===== config.mk =====
export PLATFORM = sky130hd
export DESIGN_NAME = acc_cpu
export DESIGN_NICKNAME = d
export VERILOG_FILES = /design/src/rtl/acc_cpu_pkg.sv /design/src/rtl/cpu_alu.sv /design/src/rtl/cpu_sequencer.sv /design/src/rtl/acc_cpu.sv
export SDC_FILE = /design/constraint.sdc
export NUM_CORES = 1
export LEC_CHECK = 0
export BUFFER_PORTS_ARGS = -buffer_cell sky130_fd_sc_hd__buf_4
export CAP_MARGIN = 30
export CORE_MARGIN = 5
export CORE_UTILIZATION = 50
export CTS_BUF_LIST = sky130_fd_sc_hd__clkbuf_2
export DETAILED_ROUTE_END_ITERATION = 8
export PLACE_DENSITY = 0.78
export SYNTH_ARGS = -nofsm -noshare
export SYNTH_HDL_FRONTEND = slang
export SYNTH_SLANG_ARGS = --single-unit
export TNS_END_PERCENT = 5

===== constraint.sdc =====
create_clock -name clk -period 2.8 [get_ports clk]
set_input_delay 0 -clock clk [delete_from_list [all_inputs] [get_ports clk]]
set_output_delay 0 -clock clk [all_outputs]
set_load 0.01 [all_outputs]

===== src/rtl/acc_cpu_pkg.sv =====
package acc_cpu_pkg;

    typedef enum logic [2:0] {
        PH_FETCH   = 3'd0,
        PH_DECODE  = 3'd1,
        PH_OPERAND = 3'd2,
        PH_EXECUTE = 3'd3,
        PH_WRITE   = 3'd4,
        PH_HALT    = 3'd5
    } phase_e;

    localparam logic [7:0] OPC_HALT  = 8'h00;
    localparam logic [7:0] OPC_ADD   = 8'h73;
    localparam logic [7:0] OPC_SUB   = 8'h74;
    localparam logic [7:0] OPC_STORE = 8'h75;
    localparam logic [7:0] OPC_JUMP  = 8'h76;

    // Opcode is one the processor executes (anything else stops it)
    function automatic logic op_known(input logic [7:0] op);
        return (op == OPC_ADD) || (op == OPC_SUB) ||
               (op == OPC_STORE) || (op == OPC_JUMP);
    endfunction

    // Opcode needs a data read in the operand phase
    function automatic logic op_reads_data(input logic [7:0] op);
        return (op == OPC_ADD) || (op == OPC_SUB);
    endfunction

endpackage


===== src/rtl/cpu_alu.sv =====
module cpu_alu #(
    parameter int W = 8
) (
    input  logic         sub,
    input  logic [W-1:0] a,
    input  logic [W-1:0] b,
    output logic [W-1:0] y,
    output logic         c_out
);
    logic [W:0] sum;
    logic [W-1:0] b_mod;

    // One adder serves both operations: b is inverted and 1 carried in for SUB
    always_comb begin
        b_mod = b ^ {W{sub}};
        sum   = {1'b0, a} + {1'b0, b_mod} + {{W{1'b0}}, sub};
        y     = sum[W-1:0];
        // ADD: carry out; SUB: borrow is the inverted carry out
        c_out = sub ? ~sum[W] : sum[W];
    end
endmodule


===== src/rtl/cpu_sequencer.sv =====
module cpu_sequencer
    import acc_cpu_pkg::*;
(
    input  logic       clk,
    input  logic       rst,
    input  logic       ack,
    input  logic [7:0] opcode,
    output phase_e     phase
);
    phase_e phase_nx;

    always_ff @(posedge clk) begin
        if (rst) phase <= PH_FETCH;
        else     phase <= phase_nx;
    end

    always_comb begin
        phase_nx = phase;
        unique case (phase)
            PH_FETCH:   if (ack) phase_nx = PH_DECODE;
            PH_DECODE: begin
                if (!op_known(opcode)) phase_nx = PH_HALT;
                else if (ack)          phase_nx = PH_OPERAND;
            end
            PH_OPERAND: begin
                if (!op_reads_data(opcode) || ack) phase_nx = PH_EXECUTE;
            end
            PH_EXECUTE: phase_nx = PH_WRITE;
            PH_WRITE: begin
                if (opcode != OPC_STORE || ack) phase_nx = PH_FETCH;
            end
            PH_HALT:    phase_nx = PH_HALT;
            default:    phase_nx = PH_HALT;
        endcase
    end

    // execute is only ever entered from the operand phase
    a_r2_exec_after_operand: assert property (@(posedge clk) disable iff (rst)
        (phase == PH_EXECUTE) |-> ($past(phase) == PH_OPERAND));

    // write is only ever entered from execute
    a_r2_write_after_exec: assert property (@(posedge clk) disable iff (rst)
        $rose(phase == PH_WRITE) |-> ($past(phase) == PH_EXECUTE));
endmodule


===== src/rtl/acc_cpu.sv =====
module acc_cpu
    import acc_cpu_pkg::*;
#(
    parameter int DATA_W = 8
) (
    input  logic              clk,
    input  logic              rst,
    output logic              bus_req,
    output logic              bus_we,
    output logic [DATA_W-1:0] bus_addr,
    output logic [DATA_W-1:0] bus_wdata,
    input  logic [DATA_W-1:0] bus_rdata,
    input  logic              bus_ack,
    output logic              carry,
    output logic              halted
);
    localparam int ADDR_W = DATA_W;
    localparam logic [ADDR_W-1:0] PC_STEP = ADDR_W'(2);
    localparam logic [ADDR_W-1:0] PC_ONE  = ADDR_W'(1);

    phase_e            phase;
    logic [ADDR_W-1:0] pc;
    logic [7:0]        ir;
    logic [ADDR_W-1:0] oaddr;
    logic [DATA_W-1:0] mdr;
    logic [DATA_W-1:0] acc;
    logic              carry_q;
    logic [DATA_W-1:0] res;
    logic              res_c;
    logic [DATA_W-1:0] alu_y;
    logic              alu_c;

    cpu_sequencer i_seq (
        .clk    (clk),
        .rst    (rst),
        .ack    (bus_ack),
        .opcode (ir),
        .phase  (phase)
    );

    cpu_alu #(.W(DATA_W)) i_alu (
        .sub   (ir == OPC_SUB),
        .a     (acc),
        .b     (mdr),
        .y     (alu_y),
        .c_out (alu_c)
    );

    // Datapath registers, advanced by phase
    always_ff @(posedge clk) begin
        if (rst) begin
            pc      <= '0;
            ir      <= '0;
            oaddr   <= '0;
            mdr     <= '0;
            acc     <= '0;
            carry_q <= 1'b0;
            res     <= '0;
            res_c   <= 1'b0;
        end else begin
            unique case (phase)
                PH_FETCH:   if (bus_ack) ir <= bus_rdata[7:0];
                PH_DECODE:  if (bus_ack) oaddr <= bus_rdata;
                PH_OPERAND: if (bus_ack && op_reads_data(ir)) mdr <= bus_rdata;
                PH_EXECUTE: begin
                    res   <= alu_y;
                    res_c <= alu_c;
                end
                PH_WRITE: begin
                    if (ir == OPC_JUMP) begin
                        pc <= oaddr;
                    end else if (ir == OPC_STORE) begin
                        if (bus_ack) pc <= pc + PC_STEP;
                    end else begin
                        acc     <= res;
                        carry_q <= res_c;
                        pc      <= pc + PC_STEP;
                    end
                end
                PH_HALT: ;
                default: ;
            endcase
        end
    end

    // Bus outputs, decoded from the phase
    always_comb begin
        bus_req   = 1'b0;
        bus_we    = 1'b0;
        bus_addr  = pc;
        bus_wdata = acc;
        unique case (phase)
            PH_FETCH: begin
                bus_req  = 1'b1;
                bus_addr = pc;
            end
            PH_DECODE: begin
                bus_req  = op_known(ir);
                bus_addr = pc + PC_ONE;
            end
            PH_OPERAND: begin
                bus_req  = op_reads_data(ir);
                bus_addr = oaddr;
            end
            PH_WRITE: begin
                bus_req  = (ir == OPC_STORE);
                bus_we   = (ir == OPC_STORE);
                bus_addr = oaddr;
            end
            PH_EXECUTE: ;
            PH_HALT:    ;
            default:    ;
        endcase
    end

    assign carry  = carry_q;
    assign halted = (phase == PH_HALT);

    // reset leaves architectural state cleared and the sequencer fetching
    a_r1_reset_state: assert property (@(posedge clk)
        rst |=> (pc == '0 && acc == '0 && !carry_q && phase == PH_FETCH));

    // an open request holds address and direction until acknowledged
    a_r3_req_hold: assert property (@(posedge clk) disable iff (rst)
        (bus_req && !bus_ack) |=> (bus_req && $stable(bus_addr) && $stable(bus_we)));

    // ADD write-back equals the 9-bit sum of the latched operands
    a_r4_add_result: assert property (@(posedge clk) disable iff (rst)
        (phase == PH_WRITE && ir == OPC_ADD) |=>
        ({carry_q, acc} == ({1'b0, $past(acc)} + {1'b0, $past(mdr)})));

    // a jump loads the PC with the latched address byte
    a_r7_jump_target: assert property (@(posedge clk) disable iff (rst)
        (phase == PH_WRITE && ir == OPC_JUMP) |=> (pc == $past(oaddr)));

    // a completed non-jump instruction moves the PC on by two
    a_r8_pc_step: assert property (@(posedge clk) disable iff (rst)
        (phase == PH_WRITE && ir != OPC_JUMP && (ir != OPC_STORE || bus_ack)) |=>
        (pc == ADDR_W'($past(pc) + PC_STEP)));

    // once halted, the bus stays idle
    a_r9_halt_quiet: assert property (@(posedge clk) disable iff (rst)
        halted |=> (halted && !bus_req));
endmodule


==> out/metrics.csv, run 1 <==
stage;metric;value;unit
yosys;syn-num-nets;385;
floorplan;die_h;87.0;µm
finish;nets;419;
pwr;power.share.clock;29.3;%
yosys;ys_seq_area_share;35.8;%
pwr;p_sw;329;µW
detailed_routing;route.detailed.drc;0;
yosys;yosys.area.top_type_share;35.8;%
yosys;ys_async_sr_fraction;0;%
grt;track_usage;18.8;%
clock_network;cts.sink_count;53;
detailed_routing;vias_per_cell;5.64;
sta;hold_viol;0;
pwr;switching_share;25.1;%
yosys;syn_avg_cell_area;8.20;µm²
pwr;intPower;981;µW
min_path;hold_class;in -> reg;
detailed_routing;drt_iter0_markers;218;
finish;fin_cells;472;
placement;dp_slack;0.0924;ns
sta;final-setup-viol-count;0;
sta;fin_hold_ws;0.338;ns
finish;fill_cells;529;
detailed_routing;routed_wl;6790;µm
placement;place_congestion;0.901;
yosys;ys.flop_type;dfxtp_1;
sta;worst_pin_slew;0.827;ns
pwr;leakagePower;0.00147;µW
worst_setup_path;crit_path_end_kind;register;
worst_setup_path;worstRegToRegCells;10;
pwr;p_total;1310;µW
worst_setup_path;crit_start;ir[3]$_SDFFE_PP0P_;
clock_network;cts.htree.levels;2;
yosys;synthesis.area;0.00297;mm²
clock_network;path_clk_slew;0.25;ns
worst_setup_path;crit_fanout;5;
sta;period_share;92.5;%
clock_network;postCtsSetupRepairBufs;0;
placement;port_buffers;30;
worst_setup_path;r2r-start;ir[3]$_SDFFE_PP0P_;
clock_network;clockBufferDepth;2;
finish;drive_above_1_share;14.9;%
sta;layout_min_cycle_time;2.59;ns
yosys;synth_area_leaders;dfxtp_1 (36%), nand2_1 (6.8%), mux2i_1 (6.7%);
floorplan;ioPinCount;31;
sta;slew_headroom;44.4;%
clock_network;cts_inserted_buffers;5;
worst_setup_path;rrSetupSlack;0.21;ns
worst_setup_path;critPathArrivalTime;3.00;ns
finish;diodes;0;
sta;skew;0.0229;ns
yosys;synth_cell_types;56;
worst_setup_path;endpoint;res_c$_SDFFE_PP0P_;
sta;fmax;386;MHz
sta;rsz0062_at_grt;false;
placement;hpwlAfterDp;4890;µm
grt;grt_max_degree;57;
sta;finalMaxSlewViolations;0;
detailed_routing;drt_pass1_iterations;4;
detailed_routing;wl_per_cell;14.4;µm
worst_setup_path;cp.required;3.21;ns
clock_network;cts-root-buf;clkbuf_2;
detailed_routing;vias;2661;
worst_setup_path;crit_path_start_kind;register;
yosys;synthCells;362;
worst_setup_path;path_class;reg -> reg;
clock_network;cts_tree;built;
grt;grt_remaining_overflow;0;
grt;grt_pass1_wl;11700;µm
floorplan;die_w;87.0;µm
yosys;synth_seq_cells;53;
floorplan;dieArea;0.00757;mm²
sta;setup_ws;0.210;ns
yosys;yosysTopAreaCell;dfxtp_1;
yosys;synth_edf_count;0;
pwr;p_per_area;383;mW/mm²
worst_setup_path;r2r_end;res_c$_SDFFE_PP0P_;
floorplan;start_util;50.7;%
yosys;synth_most_common_cell;nand2_1;
detailed_routing;drt.antenna.violating_nets;0;
flow_run;drv_cap;0;
run_status;status;finished, final reports clean;
floorplan;core;0.00585;mm²
pwr;p_comb_share;10.3;%
pwr;power_frac_seq;60.3;%
placement;dp.cells;454;
clock_network;clk_latency;0.45;ns
finish;area_delta_synth_final;15.4;%
grt;grt_pass1_vias;2512;
grt;antenna_found_initial;0;
sta;finalSetupTns;0;ns
yosys;synthTopCellsByCount;nand2_1 (54), dfxtp_1 (53), nor2_1 (44), a21oi_1 (30), mux2i_1 (20);
pwr;irDropWorstVdd;209;µV
yosys;yosysWarnings;0;
min_path;hold_start;bus_rdata[3];
floorplan;rows;28;
registers in the layout (all words and copies together) (netlist names):
register / flops
bus_wdata: 8
carry: 1
i_seq.phase: 3
ir: 8
mdr: 8
oaddr: 8
pc: 8
res: 8
res_c: 1
worst min-delay path by stage:
stage	end	slack [ns]	cells past startpoint
after floorplan	ir[4]$_SDFFE_PP0P_	0.14	2
after global placement	mdr[4]$_SDFFE_PP0P_	0.26	3
after detailed placement	mdr[2]$_SDFFE_PP0P_	0.27	3
after CTS	ir[5]$_SDFFE_PP0P_	0.31	4
after global routing	ir[2]$_SDFFE_PP0P_	0.31	4
final	ir[3]$_SDFFE_PP0P_	0.34	4
power groups by stage:
stage | registers (µW) | logic [µW] | clock network, µW
detailed placement | 804 | 123 | 0
CTS | 790 | 135 | 399
global placement | 803 | 120 | 0
floorplan | 796 | 83.2 | 0
finish | 790 | 136 | 384
global route | 794 | 149 | 424
logic make-up (layout without fill, tap and decap cells):
family / Yosys count / after routing / synth area share, %
compound gates: 87 / 87 / 19.5
xor+xnor: 14 / 14 / 4.13
fa+ha+maj: 12 / 12 / 5.31
buf+inv: 25 / 60 / 3.54
flops: 53 / 53 / 35.8
mux: 22 / 22 / 7.51
simple gates: 149 / 149 / 24.2
stage by stage:
stage	cell area [µm²]	utilization (%)
finish	3420	58.5
global route	3420	58.5
CTS	3420	58.4
detailed placement	3250	55.6
global placement	3240	55.5
floorplan	2970	-
worst max-delay path, stage by stage, from the launching register on:
cell and delay, ns:
dfxtp_2 0.41, and4bb_2 0.33, nand3_2 0.15, xnor2_1 0.21, fa_1 0.45, nand3_1 0.12, a21boi_0 0.12, o21ai_1 0.18
a21oi_1 0.10, or4_1 0.40, nand3_1 0.09
layout by cell type (no fill, tap or decap), types with 2 or more instances in the layout:
master,count
ha_1,11
a211oi_1,5
and3_1,4
a32oi_1,4
mux2_2,2
xor2_1,2
o31ai_1,4
nand3b_1,4
buf_4,37
clkbuf_2,6
o21ai_0,15
dlygate4sd3_1,10
mux2i_1,20
and2_1,5
nand2b_1,8
xnor2_1,12
nor2b_1,5
nor2_1,44
or2_2,2
o22ai_1,3
nand3_1,8
or4_1,2
nor3_1,3
dfxtp_1,52
a21oi_1,30
inv_1,4
nand2_1,54
a22oi_1,6
o21a_1,3
area by class of cell:
class	instances	area, µm²	share of cell area (%)
Multi-Input combinational cell	284	1810	52.8
Tap cell	75	93.8	2.74
Inverter	5	18.8	0.548
Sequential cell	53	1060	31.0
Timing Repair Buffer	47	378	11.0
Clock buffer	6	30.0	0.878
Clock inverter	2	33.8	0.987
layer usage:
layer | GRT usage (%) | share of wire [%] | up-vias
met5 | 0 | 0 | -
met4 | 5.67 | 1.5 | 0
met3 | 3.12 | 4.0 | 10
met2 | 30.7 | 47 | 53
met1 | 25.4 | 47 | 1249
li1 | - | - | 1349
what timing repair did:
| action | 4_1_cts | 5_1_grt |
|---|---|---|
| hold buffers | 10 | 0 |
| hold endpoints to repair | 38 | 0 |
| resized for setup | 0 | 3 |
| endpoints found under the setup margin | 0 | 2 |
(Power assumes the default switching activity.)
==> inputs of run 2 (changes only) <==
--- a/config.mk
+++ b/config.mk
@@ -9,7 +9,7 @@
 export CAP_MARGIN = 30
 export CORE_MARGIN = 5
 export CORE_UTILIZATION = 50
-export CTS_BUF_LIST = sky130_fd_sc_hd__clkbuf_2
+export CTS_BUF_LIST = sky130_fd_sc_hd__clkbuf_16
 export DETAILED_ROUTE_END_ITERATION = 8
 export PLACE_DENSITY = 0.78
 export SYNTH_ARGS = -nofsm -noshare
==> out/metrics.csv, run 2 (same netlist as run 1, synthesis figures left out) <==
stage;metric;value;unit;change
run_status;status;finished, final reports clean;;
worst_setup_path;crit_path_top_delay_cell;fa_1;;
floorplan;core;0.00585;mm²;unchanged
detailed_routing;drt_iter0_markers;197;;-9.6%
grt;track_usage;18.9;%;+0.043 points
placement;port_buffers;30;;unchanged
placement;place_congestion;0.901;;unchanged
finish;multi_input_area;0.00181;mm²;unchanged
worst_setup_path;crit_path_end_kind;register;;
clock_network;clk_latency;0.29;ns;-0.16 ns
grt;grt_remaining_overflow;0;;unchanged
worst_setup_path;path_class;reg -> reg;;
placement;hpwlAfterDp;4890;µm;unchanged
placement;dp.cells;454;;unchanged
floorplan;die_h;87.0;µm;unchanged
sta;layout_min_cycle_time;2.61;ns;+0.0159 ns
grt;grt_pass1_wl;11800;µm;+0.83%
pwr;irDropWorstVdd;264;µV;+26%
detailed_routing;drt_pass1_iterations;4;;unchanged
sta;skew;0.00780;ns;-0.0151 ns
pwr;leakagePower;0.00150;µW;+2.3%
floorplan;ioPinCount;31;;unchanged
sta;finalMaxSlewViolations;0;;unchanged
worst_setup_path;path_delay_family;simple AND/OR/NAND/NOR gates;;
sta;final-setup-viol-count;0;;unchanged
floorplan;dieArea;0.00757;mm²;unchanged
grt;grt_pass1_vias;2553;;+1.6%
sta;hold_viol;0;;unchanged
floorplan;die_w;87.0;µm;unchanged
clock_network;path_clk_slew;0.07;ns;-0.18 ns
finish;drive_above_1_share;14.4;%;-0.43 points
detailed_routing;route.detailed.drc;0;;unchanged
sta;fin_hold_ws;0.171;ns;-0.167 ns
clock_network;postCtsSetupRepairBufs;0;;unchanged
finish;seq_area;0.00106;mm²;-0.12%
detailed_routing;vias_per_cell;5.70;;+1.1%
worst_setup_path;crit_path_start_kind;register;;
grt;antenna_found_initial;0;;unchanged
worst_setup_path;cp.required;3.03;ns;-0.18 ns
grt;grt_max_degree;57;;unchanged
clock_network;cts_inserted_buffers;5;;unchanged
worst_setup_path;critPathArrivalTime;2.84;ns;-0.16 ns
worst_setup_path;crit_fanout;5;;unchanged
flow_run;drv_cap;0;;unchanged
pwr;p_per_area;455;mW/mm²;+19%
finish;nets;417;;-0.48%
sta;slew_headroom;41.3;%;-3.1 points
detailed_routing;vias;2678;;+0.64%
floorplan;start_util;50.7;%;unchanged
finish;fin_cells;470;;-0.42%
worst_setup_path;path_cells;and4bb_2, nand3_2, xnor2_1, fa_1, nand3_1, a21boi_0, o21ai_1, a21oi_1, or4_1, nand3_1;;
worst_setup_path;max_stage_delay;0.45;ns;about the same
finish;final_cell_mix;nand2_1 (54), dfxtp_1 (53), nor2_1 (44);;
sta;fmax;384;MHz;-0.61%
finish;diodes;0;;unchanged
detailed_routing;wl_per_cell;14.6;µm;+1.5%
floorplan;rows;28;;unchanged
sta;rsz0062_at_grt;false;;
sta;worst_pin_slew;0.874;ns;+0.0464 ns
clock_network;cts.htree.levels;2;;unchanged
clock_network;cts-root-buf;clkbuf_16;;
worst_setup_path;crit_top_cell;nand3_1;;
sta;period_share;93.1;%;+0.57 points
clock_network;cts.sink_count;53;;unchanged
detailed_routing;routed_wl;6860;µm;+1.0%
finish;fill_cells;526;;-0.57%
worst_setup_path;critPathBufInv;0;;unchanged
clock_network;clockBufferDepth;2;;unchanged
finish;area_delta_synth_final;18.0;%;
finish;layout_commonest_cell;nand2_1;;
clock_network;cts_tree;built;;
detailed_routing;drt.antenna.violating_nets;0;;unchanged
sta;finalSetupTns;0;ns;unchanged
min_path;hold_class;in -> reg;;
## run 2: cell count changes in the layout (fill, tap and decap cells not counted)
cell | previous run | this run
clkbuf_2 | 6 | 0
clkbuf_16 | 0 | 5
dlygate4sd3_1 | 10 | 8
dfxtp_1 | 52 | 53
dfxtp_2 | 1 | 0
inv_1 | 4 | 5
## run 2: timing repair
action                                  CTS  global route
resized for setup                         0             2
endpoints found under the setup margin    0             2
hold endpoints to repair                 18             0
hold buffers                              8             0
## run 2: routing by layer
| metal | up-vias | GRT usage, % | part of all wire, % |
|---|---|---|---|
| met1 | 1260 | 25.7 | 47 |
| met5 | - | 0 | 0 |
| li1 | 1342 | - | - |
| met4 | 0 | 4.25 | 1.1 |
| met2 | 67 | 31.1 | 47 |
| met3 | 9 | 3.41 | 4.6 |
## run 2: layout make-up
type                       count  area share [%]
inverter                       5           0.536
multi-input combinational    284            51.6
tap                           75            2.68
timing repair buffer          45            10.2
sequential                    53            30.3
clock buffer                   5            3.58
clock inverter                 3            1.07
## run 2: power breakdown
part	internal, µW	switching (µW)
sequential	769	18.9
clock	415	257
combinational	55.6	78.1
total	1240	354
## run 2: per-stage QoR
stage               utilization, %  setup WS, ns  power [µW]  instance area [µm²]
global route                  59.8       0.00760        1650                 3500
detailed placement            55.6        0.0924         927                 3250
floorplan                        -         0.143         879                 2970
finish                        59.8         0.194        1590                 3500
global placement              55.5         0.182         923                 3240
CTS                           59.7        0.0595        1600                 3490
## run 2: worst reg2reg max path, cell delays in order, from the launching register on
cell and delay [ns]:
dfxtp_1 0.37, and4bb_2 0.35, nand3_2 0.16, xnor2_1 0.22, fa_1 0.45, nand3_1 0.12, a21boi_0 0.12, o21ai_1 0.18
a21oi_1 0.10, or4_1 0.40, nand3_1 0.09
## run 2: final timing paths
check,start,endpoint,slack (ns),cells past startpoint
hold / removal,bus_ack,i_seq.phase[0]$_SDFFE_PP0P_,0.17,3
hold reg to reg,res[3]$_SDFFE_PP0P_,res[3]$_SDFFE_PP0P_,0.46,2
setup reg to reg,ir[3]$_SDFFE_PP0P_,res_c$_SDFFE_PP0P_,0.19,10
setup / recovery,ir[3]$_SDFFE_PP0P_,res_c$_SDFFE_PP0P_,0.19,10
==> inputs of run 3 (changes only) <==
--- a/config.mk
+++ b/config.mk
@@ -7,11 +7,14 @@
 export LEC_CHECK = 0
 export BUFFER_PORTS_ARGS = -buffer_cell sky130_fd_sc_hd__buf_4
 export CAP_MARGIN = 30
+export CELL_PAD_IN_SITES_DETAIL_PLACEMENT = 1
+export CELL_PAD_IN_SITES_GLOBAL_PLACEMENT = 1
 export CORE_MARGIN = 5
-export CORE_UTILIZATION = 50
+export CORE_UTILIZATION = 40
 export CTS_BUF_LIST = sky130_fd_sc_hd__clkbuf_16
 export DETAILED_ROUTE_END_ITERATION = 8
-export PLACE_DENSITY = 0.78
+export HOLD_SLACK_MARGIN = 0.05
+export PLACE_DENSITY = 0.82
 export SYNTH_ARGS = -nofsm -noshare
 export SYNTH_HDL_FRONTEND = slang
 export SYNTH_SLANG_ARGS = --single-unit
==> out/metrics.csv, run 3 (same netlist as run 1, synthesis figures left out) <==
stage;metric;value;unit;change
worst_setup_path;crit_path_end_kind;register;;
clock_network;clockBufferDepth;2;;unchanged
min_path;hold_class;in -> reg;;
grt;grt_pass1_vias;2842;;+11%
sta;hold_viol;0;;unchanged
flow_run;drv_cap;0;;unchanged
floorplan;ioPinCount;31;;unchanged
finish;area_delta_synth_final;19.5;%;
grt;grt_max_degree;57;;unchanged
floorplan;dieArea;0.00924;mm²;+22%
detailed_routing;vias;2744;;+2.5%
worst_setup_path;path_class;reg -> reg;;
sta;layout_min_cycle_time;2.63;ns;+0.0243 ns
sta;finalSetupTns;0;ns;unchanged
worst_setup_path;crit_path_top_delay_cell;fa_1;;
placement;port_buffers;30;;unchanged
floorplan;die_h;96.1;µm;+10%
sta;setup_ws;0.170;ns;-0.0243 ns
detailed_routing;wl_per_cell;16.6;µm;+14%
detailed_routing;vias_per_cell;5.53;;-2.9%
clock_network;cts.sink_count;53;;unchanged
worst_setup_path;critPathArrivalTime;2.86;ns;+0.02 ns
pwr;leakagePower;0.00153;µW;+1.4%
grt;grt_remaining_overflow;0;;unchanged
finish;diodes;0;;unchanged
finish;final_cell_mix;nand2_1 (54), dfxtp_1 (51), nor2_1 (44);;
worst_setup_path;cp.required;3.03;ns;about the same
clock_network;clk_latency;0.29;ns;about the same
floorplan;rows;31;;+11%
sta;worst_pin_slew;0.962;ns;+0.0879 ns
worst_setup_path;crit_fanout;4;;-1
finish;drive_above_1_share;16.1;%;+1.7 points
placement;placed_cell_area;0.00330;mm²;+1.4%
placement;dp_slack;0.0164;ns;-0.0760 ns
worst_setup_path;path_cells;and4bb_2, nand3_4, xnor2_2, fa_1, nand3_1, a21boi_0, o21ai_1, a21oi_1, or4_1, nand3_1;;
grt;antenna_found_initial;0;;unchanged
grt;grt_pass1_wl;13600;µm;+16%
finish;fin_area;0.00355;mm²;+1.3%
finish;seq_area;0.00106;mm²;+0.24%
sta;fmax;380;MHz;-0.92%
worst_setup_path;r2r-start;ir[7]$_SDFFE_PP0P_;;
detailed_routing;drt_pass1_iterations;4;;unchanged
detailed_routing;drt.antenna.violating_nets;0;;unchanged
detailed_routing;routed_wl;8230;µm;+20%
finish;multi_input_area;0.00183;mm²;+1.2%
pwr;p_total;1520;µW;-4.4%
worst_setup_path;worstRegToRegCells;10;;unchanged
worst_setup_path;endpoint;res_c$_SDFFE_PP0P_;;
clock_network;cts_inserted_buffers;5;;unchanged
detailed_routing;route.detailed.drc;0;;unchanged
placement;hpwlAfterDp;5950;µm;+22%
worst_setup_path;r2r_end;res_c$_SDFFE_PP0P_;;
run_status;status;finished, final reports clean;;
finish;layout_commonest_cell;nand2_1;;
worst_setup_path;rrSetupSlack;0.17;ns;-0.02 ns
sta;finalMaxSlewViolations;0;;unchanged
clock_network;cts_tree;built;;
worst_setup_path;crit_path_start_kind;register;;
sta;slew_headroom;35.4;%;-5.9 points
finish;fill_cells;903;;+72%
worst_setup_path;max_stage_delay;0.44;ns;about the same
grt;track_usage;18.7;%;-0.12 points
placement;place_congestion;0.816;;-9.5%
clock_network;cts-root-buf;clkbuf_16;;
floorplan;start_util;40.9;%;-9.8 points
sta;final-setup-viol-count;0;;unchanged
clock_network;path_clk_slew;0.07;ns;about the same
clock_network;cts.htree.levels;2;;unchanged
sta;skew;0.00639;ns;-0.00141 ns
pwr;irDropWorstVdd;238;µV;-9.8%
floorplan;die_w;96.1;µm;+10%
worst_setup_path;crit_start;ir[7]$_SDFFE_PP0P_;;
worst_setup_path;crit_top_cell;nand3_1;;
pwr;p_per_area;430;mW/mm²;-5.6%
sta;period_share;93.9;%;+0.87 points
finish;nets;419;;+0.48%
detailed_routing;drt_iter0_markers;143;;-27%
floorplan;core;0.00725;mm²;+24%
[run 3: cell types whose count changed in the layout (fill, tap and decap cells not counted), sizes merged]
cell	previous run	this run
buf	37	39
bufinv	1	0
clkinv	1	2
[run 3: final cells by class]
class | count | area share, %
sequential | 53 | 30.0
timing repair buffer | 47 | 10.5
multi-input combinational | 284 | 51.6
clock buffer | 5 | 3.53
tap | 99 | 3.49
clock inverter | 3 | 0.388
inverter | 5 | 0.529
[run 3: how the worst min path moves through the flow]
stage	cells past startpoint	endpoint	startpoint	slack (ns)
5_1_grt	3	i_seq.phase[0]$_SDFFE_PP0P_	bus_ack	0.22
6_report	3	i_seq.phase[0]$_SDFFE_PP0P_	bus_ack	0.18
3_3_place_gp	3	mdr[4]$_SDFFE_PP0P_	bus_rdata[4]	0.26
4_1_cts	3	i_seq.phase[0]$_SDFFE_PP0P_	bus_ack	0.19
3_5_place_dp	3	mdr[3]$_SDFFE_PP0P_	bus_rdata[3]	0.28
2_1_floorplan	2	ir[4]$_SDFFE_PP0P_	bus_rdata[4]	0.14
[run 3: what timing repair did]
item | CTS | global route
hold buffers | 8 | 0
hold endpoints to repair | 24 | 0
pin swaps | 0 | 1
setup endpoints to repair | 1 | 2
buffers inserted | 0 | 0
gates resized for setup | 1 | 6
[run 3: power breakdown]
| part | internal [µW] | switching (µW) | total, µW | leakage, µW |
|---|---|---|---|---|
| clock | 325 | 270 | 595 | 0.0000748 |
| sequential | 769 | 18.3 | 787 | 0.000430 |
| combinational | 58.2 | 83.8 | 142 | 0.00102 |
[run 3: worst max-delay path: cells and delay by family (launching register included)]
kind | cells | cell delay (ns)
AND/OR/NAND/NOR | 5 | 1.11
AO/OA/AOI/OAI | 3 | 0.49
adder cells (fa/ha/maj) | 1 | 0.44
flip-flops | 1 | 0.33
XOR/XNOR | 1 | 0.19
[run 3: per-layer routing]
layer | track usage (%) | share of wire [%] | up-vias
met2 | 31.9 | 50 | 29
met3 | 3.13 | 2.3 | 12
met5 | 0 | 0 | -
met1 | 24.0 | 46 | 1358
li1 | - | - | 1345
met4 | 5.69 | 1.6 | 0
[run 3: stage by stage]
step           utilization, %  hold WS [ns]  cells
3_5_place_dp             45.5         0.276    480
4_1_cts                  48.5         0.186    496
6_report                 48.9         0.180    496
3_3_place_gp             45.5         0.263    480
5_1_grt                  48.9         0.219    496
2_1_floorplan               -         0.136    362
